**src/rtl/frame_tx_pkg.sv**
```systemverilog
package frame_tx_pkg;

  typedef struct packed {
    logic [1:0] len;
    logic       nine;
    logic [2:0] par;
    logic       msb;
    logic [1:0] stop;
    logic       sync;
  } tx_mode_t;

  localparam logic [2:0] PAR_EVEN  = 3'd0;
  localparam logic [2:0] PAR_ODD   = 3'd1;
  localparam logic [2:0] PAR_ZERO  = 3'd2;
  localparam logic [2:0] PAR_ONE   = 3'd3;

  localparam logic [1:0] STOP_ONE  = 2'd0;
  localparam logic [1:0] STOP_HALF = 2'd1;
  localparam logic [1:0] STOP_TWO  = 2'd2;

endpackage

```
**src/rtl/frame_tx_hold.sv**
```systemverilog
module frame_tx_hold #(
  parameter int DATA_MAX = 9
) (
  input  logic                clk,
  input  logic                rst_n,
  input  logic                en,
  input  logic                en_q,
  input  logic                in_valid,
  input  logic [DATA_MAX-1:0] in_data,
  input  logic                take,
  output logic                full,
  output logic                ready,
  output logic [DATA_MAX-1:0] data
);

  logic accept;

  assign ready  = en_q & ~full;
  assign accept = in_valid & ready;

  always_ff @(posedge clk or negedge rst_n) begin
    if (!rst_n) begin
      full <= 1'b0;
      data <= '0;
    end else if (!en) begin
      full <= 1'b0;
    end else if (accept) begin
      full <= 1'b1;
      data <= in_data;
    end else if (take) begin
      full <= 1'b0;
    end
  end

endmodule

```
**src/rtl/frame_tx_fmt.sv**
```systemverilog
module frame_tx_fmt
  import frame_tx_pkg::*;
#(
  parameter int DATA_MAX = 9,
  parameter int FRAME_W  = DATA_MAX + 4,
  parameter int NB_W     = $clog2(FRAME_W + 1)
) (
  input  logic [DATA_MAX-1:0] data,
  input  tx_mode_t            mode,
  output logic [FRAME_W-1:0]  frame,
  output logic [NB_W-1:0]     nbits,
  output logic                half_last
);

  localparam int IDX_W = $clog2(DATA_MAX);
  localparam int POS_W = $clog2(FRAME_W);

  logic [NB_W-1:0]     nd;
  logic [DATA_MAX-1:0] masked;
  logic [DATA_MAX-1:0] ordered;
  logic [IDX_W-1:0]    src;
  logic [POS_W-1:0]    ppos;
  logic                par_on;
  logic                pval;
  logic                two;

  always_comb begin
    nd      = mode.nine ? NB_W'(DATA_MAX) : NB_W'(mode.len) + NB_W'(5);
    par_on  = (mode.par[2] == 1'b0);
    masked  = '0;
    ordered = '0;
    src     = '0;
    for (int i = 0; i < DATA_MAX; i++) begin
      if (i < int'(nd)) begin
        masked[i]  = data[i];
        src        = IDX_W'(int'(nd) - 1 - i);
        ordered[i] = mode.msb ? data[src] : data[i];
      end
    end
    case (mode.par)
      PAR_EVEN: pval = ^masked;
      PAR_ODD:  pval = ~(^masked);
      PAR_ZERO: pval = 1'b0;
      PAR_ONE:  pval = 1'b1;
      default:  pval = 1'b1;
    endcase
    two       = (mode.stop == STOP_TWO) || ((mode.stop == STOP_HALF) && !mode.sync);
    half_last = (mode.stop == STOP_HALF) && !mode.sync;
    frame     = '1;
    frame[0]  = 1'b0;
    for (int k = 0; k < DATA_MAX; k++) begin
      if (k < int'(nd)) frame[k+1] = ordered[k];
    end
    ppos = POS_W'(nd) + POS_W'(1);
    if (par_on) frame[ppos] = pval;
    nbits = NB_W'(1) + nd + NB_W'(par_on) + (two ? NB_W'(2) : NB_W'(1));
  end

endmodule

```
**src/rtl/frame_tx_shift.sv**
```systemverilog
module frame_tx_shift #(
  parameter int FRAME_W = 13,
  parameter int NB_W    = 4,
  parameter int OVS     = 16
) (
  input  logic               clk,
  input  logic               rst_n,
  input  logic               en,
  input  logic               tick,
  input  logic               load,
  input  logic [FRAME_W-1:0] frame,
  input  logic [NB_W-1:0]    nbits,
  input  logic               half_last,
  input  logic               sync_mode,
  output logic               busy,
  output logic               txd
);

  localparam int SUB_W = (OVS > 1) ? $clog2(OVS) : 1;
  localparam logic [SUB_W-1:0] SUB_FULL = SUB_W'(OVS - 1);
  localparam logic [SUB_W-1:0] SUB_HALF = SUB_W'(OVS / 2 - 1);

  logic [FRAME_W-1:0] shreg;
  logic [NB_W-1:0]    left;
  logic [SUB_W-1:0]   sub;
  logic               half_q;
  logic               sync_q;
  logic               bit_end;

  always_comb begin
    bit_end = sync_q || (sub == SUB_FULL) ||
              (half_q && (left == NB_W'(1)) && (sub == SUB_HALF));
  end

  always_ff @(posedge clk or negedge rst_n) begin
    if (!rst_n) begin
      busy   <= 1'b0;
      shreg  <= '1;
      left   <= '0;
      sub    <= '0;
      half_q <= 1'b0;
      sync_q <= 1'b0;
    end else if (!en) begin
      busy  <= 1'b0;
      shreg <= '1;
      left  <= '0;
      sub   <= '0;
    end else if (load) begin
      busy   <= 1'b1;
      shreg  <= frame;
      left   <= nbits;
      sub    <= '0;
      half_q <= half_last;
      sync_q <= sync_mode;
    end else if (busy && tick) begin
      if (bit_end) begin
        shreg <= {1'b1, shreg[FRAME_W-1:1]};
        left  <= left - NB_W'(1);
        sub   <= '0;
        if (left == NB_W'(1)) busy <= 1'b0;
      end else begin
        sub <= sub + SUB_W'(1);
      end
    end
  end

  assign txd = busy ? shreg[0] : 1'b1;

endmodule

```
**src/rtl/frame_tx.sv**
```systemverilog
module frame_tx
  import frame_tx_pkg::*;
#(
  parameter int DATA_MAX = 9,
  parameter int OVS      = 16
) (
  input  logic                clk,
  input  logic                rst_n,
  input  logic                en,
  input  logic                tick,
  input  logic [1:0]          len_sel,
  input  logic                nine_bit,
  input  logic [2:0]          par_sel,
  input  logic                msb_first,
  input  logic [1:0]          stop_sel,
  input  logic                sync_mode,
  input  logic                in_valid,
  output logic                in_ready,
  input  logic [DATA_MAX-1:0] in_data,
  output logic                txd,
  output logic                tx_empty
);

  localparam int FRAME_W = DATA_MAX + 4;
  localparam int NB_W    = $clog2(FRAME_W + 1);

  tx_mode_t            mode;
  logic                en_q;
  logic                hold_full;
  logic [DATA_MAX-1:0] hold_data;
  logic                busy;
  logic                load;
  logic [FRAME_W-1:0]  frame;
  logic [NB_W-1:0]     nbits;
  logic                half_last;

  assign mode = '{len: len_sel, nine: nine_bit, par: par_sel, msb: msb_first,
                  stop: stop_sel, sync: sync_mode};

  always_ff @(posedge clk or negedge rst_n) begin
    if (!rst_n) en_q <= 1'b0;
    else        en_q <= en;
  end

  assign load     = en & en_q & hold_full & ~busy;
  assign tx_empty = en_q & ~hold_full & ~busy;

  frame_tx_hold #(.DATA_MAX(DATA_MAX)) u_hold (
    .clk      (clk),
    .rst_n    (rst_n),
    .en       (en),
    .en_q     (en_q),
    .in_valid (in_valid),
    .in_data  (in_data),
    .take     (load),
    .full     (hold_full),
    .ready    (in_ready),
    .data     (hold_data)
  );

  frame_tx_fmt #(.DATA_MAX(DATA_MAX), .FRAME_W(FRAME_W), .NB_W(NB_W)) u_fmt (
    .data      (hold_data),
    .mode      (mode),
    .frame     (frame),
    .nbits     (nbits),
    .half_last (half_last)
  );

  frame_tx_shift #(.FRAME_W(FRAME_W), .NB_W(NB_W), .OVS(OVS)) u_shift (
    .clk       (clk),
    .rst_n     (rst_n),
    .en        (en),
    .tick      (tick),
    .load      (load),
    .frame     (frame),
    .nbits     (nbits),
    .half_last (half_last),
    .sync_mode (sync_mode),
    .busy      (busy),
    .txd       (txd)
  );

endmodule

```
**config.mk**
```make
export PLATFORM = sky130hd
export DESIGN_NAME = frame_tx
export DESIGN_NICKNAME = d
export VERILOG_FILES = /design/src/rtl/frame_tx_pkg.sv /design/src/rtl/frame_tx_hold.sv /design/src/rtl/frame_tx_fmt.sv /design/src/rtl/frame_tx_shift.sv /design/src/rtl/frame_tx.sv
export SDC_FILE = /design/constraint.sdc
export NUM_CORES = 1
export LEC_CHECK = 0
export ABC_AREA = 1
export ABC_CLOCK_PERIOD_IN_PS = 2000
export BUFFER_PORTS_ARGS = -buffer_cell sky130_fd_sc_hd__buf_4
export CORE_MARGIN = 2
export CORE_UTILIZATION = 45
export CTS_CLUSTER_SIZE = 25
export DETAILED_ROUTE_END_ITERATION = 8
export REMOVE_ABC_BUFFERS = 1
export SYNTH_ARGS = -nofsm -noshare
export SYNTH_HDL_FRONTEND = slang
export SYNTH_SLANG_ARGS = --single-unit
```
**constraint.sdc**
```tcl
create_clock -name clk -period 2 [get_ports clk]
set_input_delay 0.1 -clock clk [delete_from_list [all_inputs] [get_ports clk]]
set_output_delay 0.1 -clock clk [all_outputs]
set_load 0.005 [all_outputs]
```
Yosys cells after proc, flatten, opt, wreduce, memory -nomap -nowiden
Index checks and enable logic that the tools add are counted.
{"block": "word_totals", "in_bits": 24, "output_inout_bits": 3, "register_bits": 35, "elab_cells": 153}
{"block": "op_classes", "n_bitwise": 10, "n_mux": 73, "eq_ne": 11, "reduce_logical": 15, "n_addsub": 15, "n_lt_le_gt_ge": 20}
{"operator": "two-way mux 13 bit", "n": 5}
{"operator": "less-than comparator 4 x 5 -> 1 bit, second input constant", "n": 10}
{"operator": "two-way mux 1 bit", "n": 46}
{"operator": "binary-select mux 1 bit (select 4 bit)", "n": 9}
{"operator": "two-way mux 4 bit", "n": 9}
{"operator": "subtractor 4 bit, second input constant", "n": 5}
{"operator": "less-than comparator 3 x 4 -> 1 bit, first input constant", "n": 4}
{"operator": "bitwise mux 13 bit", "n": 1}
{"operator": "!= test 3 x 1 -> 1 bit, second input constant", "n": 4}
{"operator": "XOR reduction 9 bit", "n": 1}
{"operator": "adder 4 x 1 -> 4 bit, second input constant", "n": 2}
{"operator": "less-than comparator 1 x 4 -> 1 bit, first input constant", "n": 2}
{"operator": "less-than comparator 2 x 4 -> 1 bit, first input constant", "n": 2}
{"operator": "subtractor 4 x 1 -> 4 bit, second input constant", "n": 2}
{"operator": "subtractor 4 x 3 -> 4 bit, second input constant", "n": 2}
{"operator": "bitwise AND 1 bit", "n": 6}
{"operator": "AND reduction 2 bit", "n": 3}
{"operator": "logical AND 1 bit", "n": 5}
{"operator": "adder 2 x 3 -> 4 bit, second input constant", "n": 1}
{"operator": "adder 4 x 1 -> 4 bit", "n": 1}
{"operator": "adder 4 bit", "n": 1}
{"operator": "demux 1 bit (select 4 bit)", "n": 1}
{"operator": "equality test 4 x 1 -> 1 bit, second input constant", "n": 1}
{"operator": "equality test 4 x 3 -> 1 bit, second input constant", "n": 1}
{"operator": "15 further kinds", "n": 20}

Longest topological paths before layout
Gate-level depths: netlist (run 1).
{"block": "logic_depth", "word_depth": 12, "mapped_depth": 23, "mapped_depth_nobuf": 22}

Modules after synthesis
Synthesis (run 1) repeated with hierarchy kept, for this count alone.
{"block": "unflattened", "cells_unflattened": 486, "hier_area_um2": 3385.7}
{"module": "frame_tx_fmt", "area_each_um2": 1624.1, "cells_per_inst": 292, "instances": 1}
{"module": "frame_tx_shift", "area_each_um2": 1312.5, "cells_per_inst": 143, "instances": 1}
{"module": "frame_tx_hold", "area_each_um2": 405.4, "cells_per_inst": 45, "instances": 1}
{"module": "frame_tx", "area_each_um2": 43.8, "cells_per_inst": 6, "instances": 1}

Least setup slack after synthesis (run 1)
Ideal clock, no wire load.
{"block": "synth_timing", "path_type": "input-to-reg", "start": "input len_sel[0]", "end": "register u_shift.shreg[2]", "path_buffers": 0, "slack_ns": -0.736, "path_stages": 21, "arrival_time_ns": 2.661, "path_cell_list": "ha_1 > inv_1 > nor2_1 > inv_2 > ha_1 > ha_1 > inv_1 > ha_1 > inv_1 > o21ai_0 > inv_1 > nand2_1 > nand2_1 > nand2_1 > nand2_1 > nand2_1 > nand2_1 > nand2_1 > nand3_1 > nand2_1 > nand2_1"}
{"block": "synth_between", "elab_chain_len": 12}
{"element": "start, declared", "line_no": "frame_tx.sv:11", "source": "input logic [1:0] len_sel,"}
{"element": "adder 2 x 3 -> 4 bit (*)", "line_no": "frame_tx_fmt.sv:28", "source": "nd = mode.nine ? NB_W'(DATA_MAX) : NB_W'(mode.len) + NB_W'(5);"}
{"element": "two-way mux 4 bit (*)", "line_no": "frame_tx_fmt.sv:28"}
{"element": "subtractor 4 x 1 -> 4 bit", "line_no": "frame_tx_fmt.sv:36", "source": "src = IDX_W'(int'(nd) - 1 - i);"}
{"element": "subtractor 4 x 2 -> 4 bit", "line_no": "frame_tx_fmt.sv:36"}
{"element": "binary-select mux 1 bit (select 4 bit)", "line_no": "frame_tx_fmt.sv:37", "source": "ordered[i] = mode.msb ? data[src] : data[i];"}
{"element": "two-way mux 1 bit (implied by the code)", "line_no": "frame_tx_fmt.sv:37"}
{"element": "two-way mux 1 bit", "line_no": "frame_tx_fmt.sv:37"}
{"element": "two-way mux 1 bit", "line_no": "frame_tx_fmt.sv:52", "source": "if (k < int'(nd)) frame[k+1] = ordered[k];"}
{"element": "bitwise mux 13 bit", "line_no": "frame_tx_fmt.sv:55", "source": "if (par_on) frame[ppos] = pval;"}
{"element": "two-way mux 13 bit (*)", "line_no": "frame_tx_fmt.sv:55"}
{"element": "two-way mux 13 bit (*)", "line_no": "frame_tx_shift.sv:48", "source": "end else if (load) begin"}
{"element": "two-way mux 13 bit (*)", "line_no": "frame_tx_shift.sv:43", "source": "end else if (!en) begin"}
{"element": "end signal, assigned", "line_no": "frame_tx_shift.sv:50", "source": "shreg <= frame;"}
{"element": "end signal, assigned", "line_no": "frame_tx_shift.sv:57", "source": "shreg <= {1'b1, shreg[FRAME_W-1:1]};"}
{"element": "end, declared", "line_no": "frame_tx_shift.sv:23", "source": "logic [FRAME_W-1:0] shreg;"}
Every way passes the cells marked *; elsewhere a longest branch is shown, timed or not. The select of a mux whose other input is x is not followed.
A chain may end at the register's enable or synchronous reset.

Worst setup path in the final report (run 1)
{"block": "layout_timing", "start": "input len_sel[0]", "end": "register u_shift.shreg[5]"}
{"block": "layout_between", "elab_chain_len": 12}
{"element": "adder 2 x 3 -> 4 bit (*)", "line_no": "frame_tx_fmt.sv:28"}
{"element": "two-way mux 4 bit (*)", "line_no": "frame_tx_fmt.sv:28"}
{"element": "subtractor 4 x 1 -> 4 bit", "line_no": "frame_tx_fmt.sv:36"}
{"element": "subtractor 4 bit", "line_no": "frame_tx_fmt.sv:36"}
{"element": "binary-select mux 1 bit (select 4 bit)", "line_no": "frame_tx_fmt.sv:37"}
{"element": "two-way mux 1 bit (implied by the code)", "line_no": "frame_tx_fmt.sv:37"}
{"element": "two-way mux 1 bit", "line_no": "frame_tx_fmt.sv:37"}
{"element": "two-way mux 1 bit", "line_no": "frame_tx_fmt.sv:52"}
{"element": "bitwise mux 13 bit", "line_no": "frame_tx_fmt.sv:55"}
{"element": "two-way mux 13 bit (*)", "line_no": "frame_tx_fmt.sv:55"}
{"element": "two-way mux 13 bit (*)", "line_no": "frame_tx_shift.sv:48"}
{"element": "two-way mux 13 bit (*)", "line_no": "frame_tx_shift.sv:43"}
Marks and branches as above.

==> flow_metrics.py, run 1 <==
metrics = {
    "floorplanning": {
        "die_x_um": 88.3,
        "io_pins": 27,
        "num_rows": 30,
        "die_h_um": 88.3,
        "dieArea_mm2": 0.00780,
        "core_area_mm2": 0.00683,
        "initial_core_util": 0.468,
    },
    "drt": {
        "drt_iter0_markers": 280,
        "first_pass_iters": 5,
        "drt-wirelength-per-cell_um": 13.6,
        "vias_per_cell": 5.24,
        "vias": 3571,
        "routed_wl_mm": 9.28,
        "ant_nets": 0,
        "drc": 0,
    },
    "timing": {
        "rsz0062_at_grt": "true",
        "period_share": 1.01,
        "slew_viol_final": 0,
        "fin_skew_ps": 10.0,
        "clock.fmax_ghz": 0.495,
        "min_period_ps": 2020,
        "worst_slack_ps": -21.3,
        "hold_viol": 0,
        "worst_pin_slew_ps": 455,
        "max_slew_margin": 0.696,
        "setup_viol": 1,
    },
    "placement": {
        "dp_slack_ps": -606,
        "dpl_cell_area_mm2": 0.00376,
        "port_buffers": 26,
        "post-dp-hpwl_mm": 6.90,
        "place_inst": 660,
        "globalplace.congestion": 0.883,
    },
    "job": {
        "max-cap-violations": 0,
    },
    "critical_path": {
        "cp-start-kind": "input pin",
        "crit_buf_inv": 7,
        "crit_type": "input pin to flip-flop",
        "cp.required_ps": 2230,
        "crit_fanout": 5,
        "worstPathCellList": "buf_8 -> ha_4 -> inv_4 -> nor2_4 -> inv_2 -> buf_6 -> ha_4 -> buf_6 -> buf_12 -> buf_4 -> nand3_2 -> nand2_2 -> nand2_1 -> nand2_1 -> nand3_1 -> nand2_1 -> a21oi_2 -> nand2_1 -> nand2_1 -> nand2_1",
        "path_delay_family": "simple AND/OR/NAND/NOR gates",
        "crit_arrival_ps": 2250,
        "cp_common_cell": "nand2_1",
        "slowest_delay_ps": 260,
        "crit_path_top_delay_cell": "ha_4",
        "end_kind": "flip-flop",
    },
    "finish": {
        "final_core_util": 0.627,
        "fillCellCount": 640,
        "area_growth_pct": 33.8,
        "antenna_cells": 0,
        "final_cells": 681,
        "stdcell_area_mm2": 0.00428,
        "fin_nets": 631,
        "drive_above_1_share": 0.291,
        "final-seq-area_um2": 892,
        "multi_input_area_mm2": 0.00227,
    },
    "clock_tree": {
        "cts_tree": "built",
        "clk_latency_ps": 300,
        "htreeDepth": 2,
        "clockRootBuffer": "clkbuf_8",
        "ctsLongestPathBuffers": 2,
        "clock-sinks": 35,
        "cts_buffers": 5,
        "clkTransAtPathRegs_ps": 80,
    },
    "power_and_ir_drop": {
        "irDropWorstVdd_uv": 354,
        "leakage_nw": 2.15,
        "power_density_mw_per_mm2": 735,
    },
    "synth": {
        "avgSynthCellArea_um2": 6.29,
        "yosysWarnings": 0,
        "syn_inst": 509,
        "async_flop_share": 1.00,
        "syn_area_mm2": 0.00320,
        "seq_area_frac_synth": 0.279,
        "synthFlopType": "dfrtp_1",
        "synth_edf_count": 0,
        "yosys_register_bits": 35,
        "synthDistinctLibCells": 39,
    },
    "global_routing": {
        "grt_overflow_total": 0,
        "grt_pass1_wl_mm": 15.4,
        "grt.total_usage": 0.254,
        "antenna_found_initial": 0,
        "grt_max_degree": 36,
        "grt_pass1_vias": 3263,
    },
    "hold_path": {
        "hold_path.class": "input pin to flip-flop",
    },
    "status": {
        "status": "finished, violations left",
        "violations": "setup timing",
    },
}
worst register-to-register path: cells and delay by family, from the launching register on:
| kind | cells | cell delay [ps] |
|---|---|---|
| flip-flops | 1 | 420 |
| adder cells (fa/ha/maj) | 1 | 240 |
| buffers and inverters | 1 | 250 |
| AND/OR/NAND/NOR | 4 | 300 |
| AO/OA/AOI/OAI | 2 | 580 |
where the power goes:
| part | internal (mW) | switching (mW) |
|---|---|---|
| clock | 0.243 | 0.292 |
| sequential | 0.926 | 0.142 |
| combinational | 0.633 | 0.910 |
| total | 1.80 | 1.34 |
cell type report:
| class | instances | share of cell area |
|---|---|---|
| multi-input combinational | 393 | 0.530 |
| tap | 96 | 0.0281 |
| sequential | 35 | 0.208 |
| inverter | 71 | 0.0655 |
| timing repair buffer | 78 | 0.148 |
| clock buffer | 5 | 0.0161 |
| clock inverter | 3 | 0.00468 |
layout by cell type (no fill, tap or decap), types with 2 or more instances in the layout:
cell,count
inv_4,5
nand3b_1,3
ha_1,12
inv_2,14
nand3_1,68
buf_6,6
nor2_1,42
o2111ai_1,2
o21ai_2,5
clkinv_1,3
ha_4,8
nor3_1,13
dlygate4sd3_1,2
clkbuf_8,5
a21oi_1,18
nand3_4,3
dfrtp_1,22
nand3_2,6
xor2_1,3
inv_1,48
a21oi_2,4
nand2_1,148
o21ai_1,9
o21ai_0,7
nand2_2,16
nand4_1,5
nand2_4,4
clkinv_2,2
clkinvlp_4,2
dfstp_2,13
buf_4,68
registers in the layout (all words and copies together), names as in the netlist:
name,count
u_shift.sub,4
en_q,1
u_hold.data,9
u_shift.shreg,13
u_hold.full,1
u_shift.busy,1
u_shift.sync_q,1
u_shift.left,4
u_shift.half_q,1
cell families after synthesis:
group / count (synthesis) / synth area share
xor gates and xnor gates: 5 / 0.0160
buffers and inverters: 81 / 0.100
and+or+nand+nor: 311 / 0.414
AOI/OAI and AO/OA: 54 / 0.0958
DFF: 35 / 0.279
adders and majority gates: 23 / 0.0946
path summary, 6_finish.rpt:
| check | to | depth (start not counted) | slack (ps) | from |
|---|---|---|---|---|
| min in group asynchronous | u_shift.left[1] | 2 | 280 | rst_n |
| hold / removal | u_shift.sync_q | 3 | 5 | sync_mode |
| setup / recovery | u_shift.shreg[5] | 20 | -20 | len_sel[0] |
| setup reg to reg | u_shift.shreg[8] | 8 | 150 | u_shift.sub[0] |
| max in group asynchronous | u_shift.shreg[4] | 2 | 1360 | rst_n |
| hold reg to reg | u_shift.shreg[4] | 2 | 470 | u_shift.shreg[4] |
Yosys cell counts (3+ instances only):
cell / number / area (µm²)
nor2_1: 44 / 165
inv_1: 57 / 214
clkinv_1: 3 / 11.3
ha_1: 21 / 263
inv_2: 9 / 33.8
nand3_1: 77 / 385
nand4_1: 5 / 31.3
nand3b_1: 3 / 22.5
xor2_1: 3 / 26.3
clkbuf_1: 6 / 22.5
dfrtp_1: 22 / 551
nand2_1: 166 / 623
dfstp_2: 13 / 342
nor3_1: 13 / 65.1
o21ai_0: 8 / 40.0
o21ai_1: 13 / 65.1
a21oi_1: 21 / 105
layer usage:
layer	global-route usage	share of wire	vias up
li1	-	-	1784
met1	0.362	0.47	1661
met2	0.405	0.47	114
met3	0.0429	0.056	12
met4	0.0579	0.010	0
met5	0	0	-
timing repair:
action / CTS / global route
setup buffers: 5 / 6
gates cloned: 0 / 0
resized for setup: 33 / 48
endpoints found under the hold margin: 23 / 0
hold buffers: 2 / 0
pin swaps: 11 / 35
setup endpoints to repair: 15 / 15
per-stage QoR:
stage	hold slack (ps)	total power [mW]	setup TNS, ps
floorplan	-196	1.93	-7570
global placement	82.4	2.34	-7600
detailed placement	90.6	2.36	-7900
CTS	6.64	3.01	-2.37
global route	29.0	3.44	-929
finish	5.27	3.15	-21.3
Note: power is estimated with default switching activity, not from simulation.
==> inputs of run 2 (changes only) <==
CTS_BUF_LIST = sky130_fd_sc_hd__clkbuf_16   (was default)
==> flow_metrics.py, run 2 (synthesized netlist as in run 1, its figures left out) <==
metrics = {
    "global_routing": {
        "grt_pass1_wl_mm": 15.4,
        "grt.total_usage": 0.253,
        "grt_pass1_vias": 3260,
        "antenna_found_initial": 0,
        "grt_overflow_total": 0,
        "grt_max_degree": 36,
    },
    "timing": {
        "fin_skew_ps": 6.56,
        "worst_pin_slew_ps": 450,
        "hold_viol": 0,
        "rsz0062_at_grt": "true",
        "slew_viol_final": 0,
        "clock.fmax_ghz": 0.490,
        "period_share": 1.02,
        "finalSetupTns_ps": -108,
        "worst_slack_ps": -42.9,
        "max_slew_margin": 0.700,
        "setup_viol": 3,
        "min_period_ps": 2040,
    },
    "placement": {
        "port_buffers": 26,
        "globalplace.congestion": 0.883,
        "post-dp-hpwl_mm": 6.90,
    },
    "finish": {
        "antenna_cells": 0,
        "drive_above_1_share": 0.290,
        "largest_reg_flops": 13,
        "top_regs": "u_shift.shreg: 13 flops, u_hold.data: 9 flops",
        "fillCellCount": 628,
        "regMostFlops": "u_shift.shreg",
        "final-seq-area_um2": 892,
        "final_cell_mix": "nand2_1 (148), nand3_1 (68), buf_4 (66), inv_1 (48), nor2_1 (42)",
        "multi_input_area_mm2": 0.00227,
        "area_growth_pct": 35.4,
        "layout_commonest_cell": "nand2_1",
        "final_core_util": 0.634,
        "fin_nets": 629,
    },
    "critical_path": {
        "end_kind": "flip-flop",
        "crit_fanout": 2,
        "worstPathCellList": "buf_8 -> ha_4 -> inv_4 -> nor2_4 -> inv_2 -> ha_4 -> ha_4 -> buf_6 -> buf_12 -> ha_4 -> inv_4 -> o21ai_4 -> inv_2 -> nand2_2 -> nand2_1 -> nand3_1 -> nand3_1 -> nand2_2 -> nand2_2 -> nand3_2 -> nand2_1 -> nand2_1",
        "cp-start-kind": "input pin",
        "crit_arrival_ps": 2250,
        "timing.rr.end": "u_shift.shreg[8]",
        "endpoint": "u_shift.shreg[6]",
        "reg2reg_depth": 8,
        "path_delay_family": "adder cells",
        "startpoint": "len_sel[0]",
        "cp.required_ps": 2210,
        "timing.rr.start": "u_shift.sub[0]",
        "r2r_slack_ps": 150,
        "crit_path_top_delay_cell": "ha_4",
        "worst-path-stages": 22,
        "cp_common_cell": "ha_4",
        "crit_type": "input pin to flip-flop",
        "slowest_delay_ps": 260,
        "crit_buf_inv": 7,
    },
    "clock_tree": {
        "ctsLongestPathBuffers": 2,
        "htreeDepth": 2,
        "clkTransAtPathRegs_ps": 60,
        "cts_tree": "built",
        "cts_buffers": 5,
        "clock-sinks": 35,
        "clk_latency_ps": 280,
        "clockRootBuffer": "clkbuf_16",
    },
    "drt": {
        "ant_nets": 0,
        "drt_iter0_markers": 219,
        "drt-wirelength-per-cell_um": 13.6,
        "routed_wl_mm": 9.24,
        "first_pass_iters": 5,
        "drc": 0,
        "vias": 3558,
        "vias_per_cell": 5.24,
    },
    "hold_path": {
        "hold_path.class": "input pin to flip-flop",
    },
    "floorplanning": {
        "initial_core_util": 0.468,
        "dieArea_mm2": 0.00780,
        "die_x_um": 88.3,
        "num_rows": 30,
        "core_area_mm2": 0.00683,
        "io_pins": 27,
        "die_h_um": 88.3,
    },
    "power_and_ir_drop": {
        "irDropWorstVdd_uv": 389,
        "p_total_mw": 3.40,
        "leakage_nw": 2.17,
        "power_density_mw_per_mm2": 784,
    },
    "status": {
        "status": "finished, violations left",
        "violations": "setup timing",
    },
    "job": {
        "max-cap-violations": 0,
    },
}
## run 2: stage by stage
step / instance area (µm²) / worst slack (ps) / hold WS [ps] / std cells
2_1_floorplan: 3150 / -747 / -196 / 499
5_1_grt: 4330 / -197 / 1.77 / 679
3_3_place_gp: 3760 / -594 / 82.4 / 660
3_5_place_dp: 3760 / -606 / 90.6 / 660
6_report: 4330 / -42.9 / 3.26 / 679
4_1_cts: 4120 / -1.93 / 3.41 / 674
## run 2: final cells by class
| class | count | area share |
|---|---|---|
| Clock inverter | 3 | 0.00462 |
| Clock buffer | 5 | 0.0289 |
| Sequential cell | 35 | 0.206 |
| Inverter | 71 | 0.0652 |
| Timing Repair Buffer | 76 | 0.145 |
| Tap cell | 96 | 0.0277 |
| Multi-Input combinational cell | 393 | 0.523 |
## run 2: worst min-delay path by stage
stage,from,end,slack [ps],cells past startpoint
after detailed placement,rst_n,u_hold.data[4],90,1
after global routing,en,en_q,2,1
after global placement,rst_n,u_shift.left[1],80,1
after floorplan,rst_n,en_q,-200,0
final,en,en_q,3,1
after CTS,en,en_q,3,1
## run 2: power breakdown
part	total, mW	switching (mW)	internal, mW	leakage (nW)
sequential	1.07	0.144	0.928	0.403
combinational	1.55	0.910	0.639	1.70
clock	0.777	0.318	0.459	0.0658
total	3.40	1.37	2.03	2.17
## run 2: layer usage
layer / GRT usage / share of wire / vias to the layer above / wire length [µm]
li1: - / - / 1784 / -
met1: 0.361 / 0.47 / 1657 / 4340
met2: 0.405 / 0.46 / 102 / 4290
met3: 0.0373 / 0.049 / 15 / 455
met4: 0.0620 / 0.017 / 0 / 153
met5: 0 / 0 / - / 0
## run 2: repair_timing
| item | CTS | global route |
|---|---|---|
| resized for setup | 36 | 46 |
| endpoints found under the setup margin | 15 | 15 |
| endpoints found under the hold margin | 22 | 0 |
| buffers inserted | 5 | 5 |
| hold buffers | 1 | 0 |
| pin swaps | 12 | 27 |
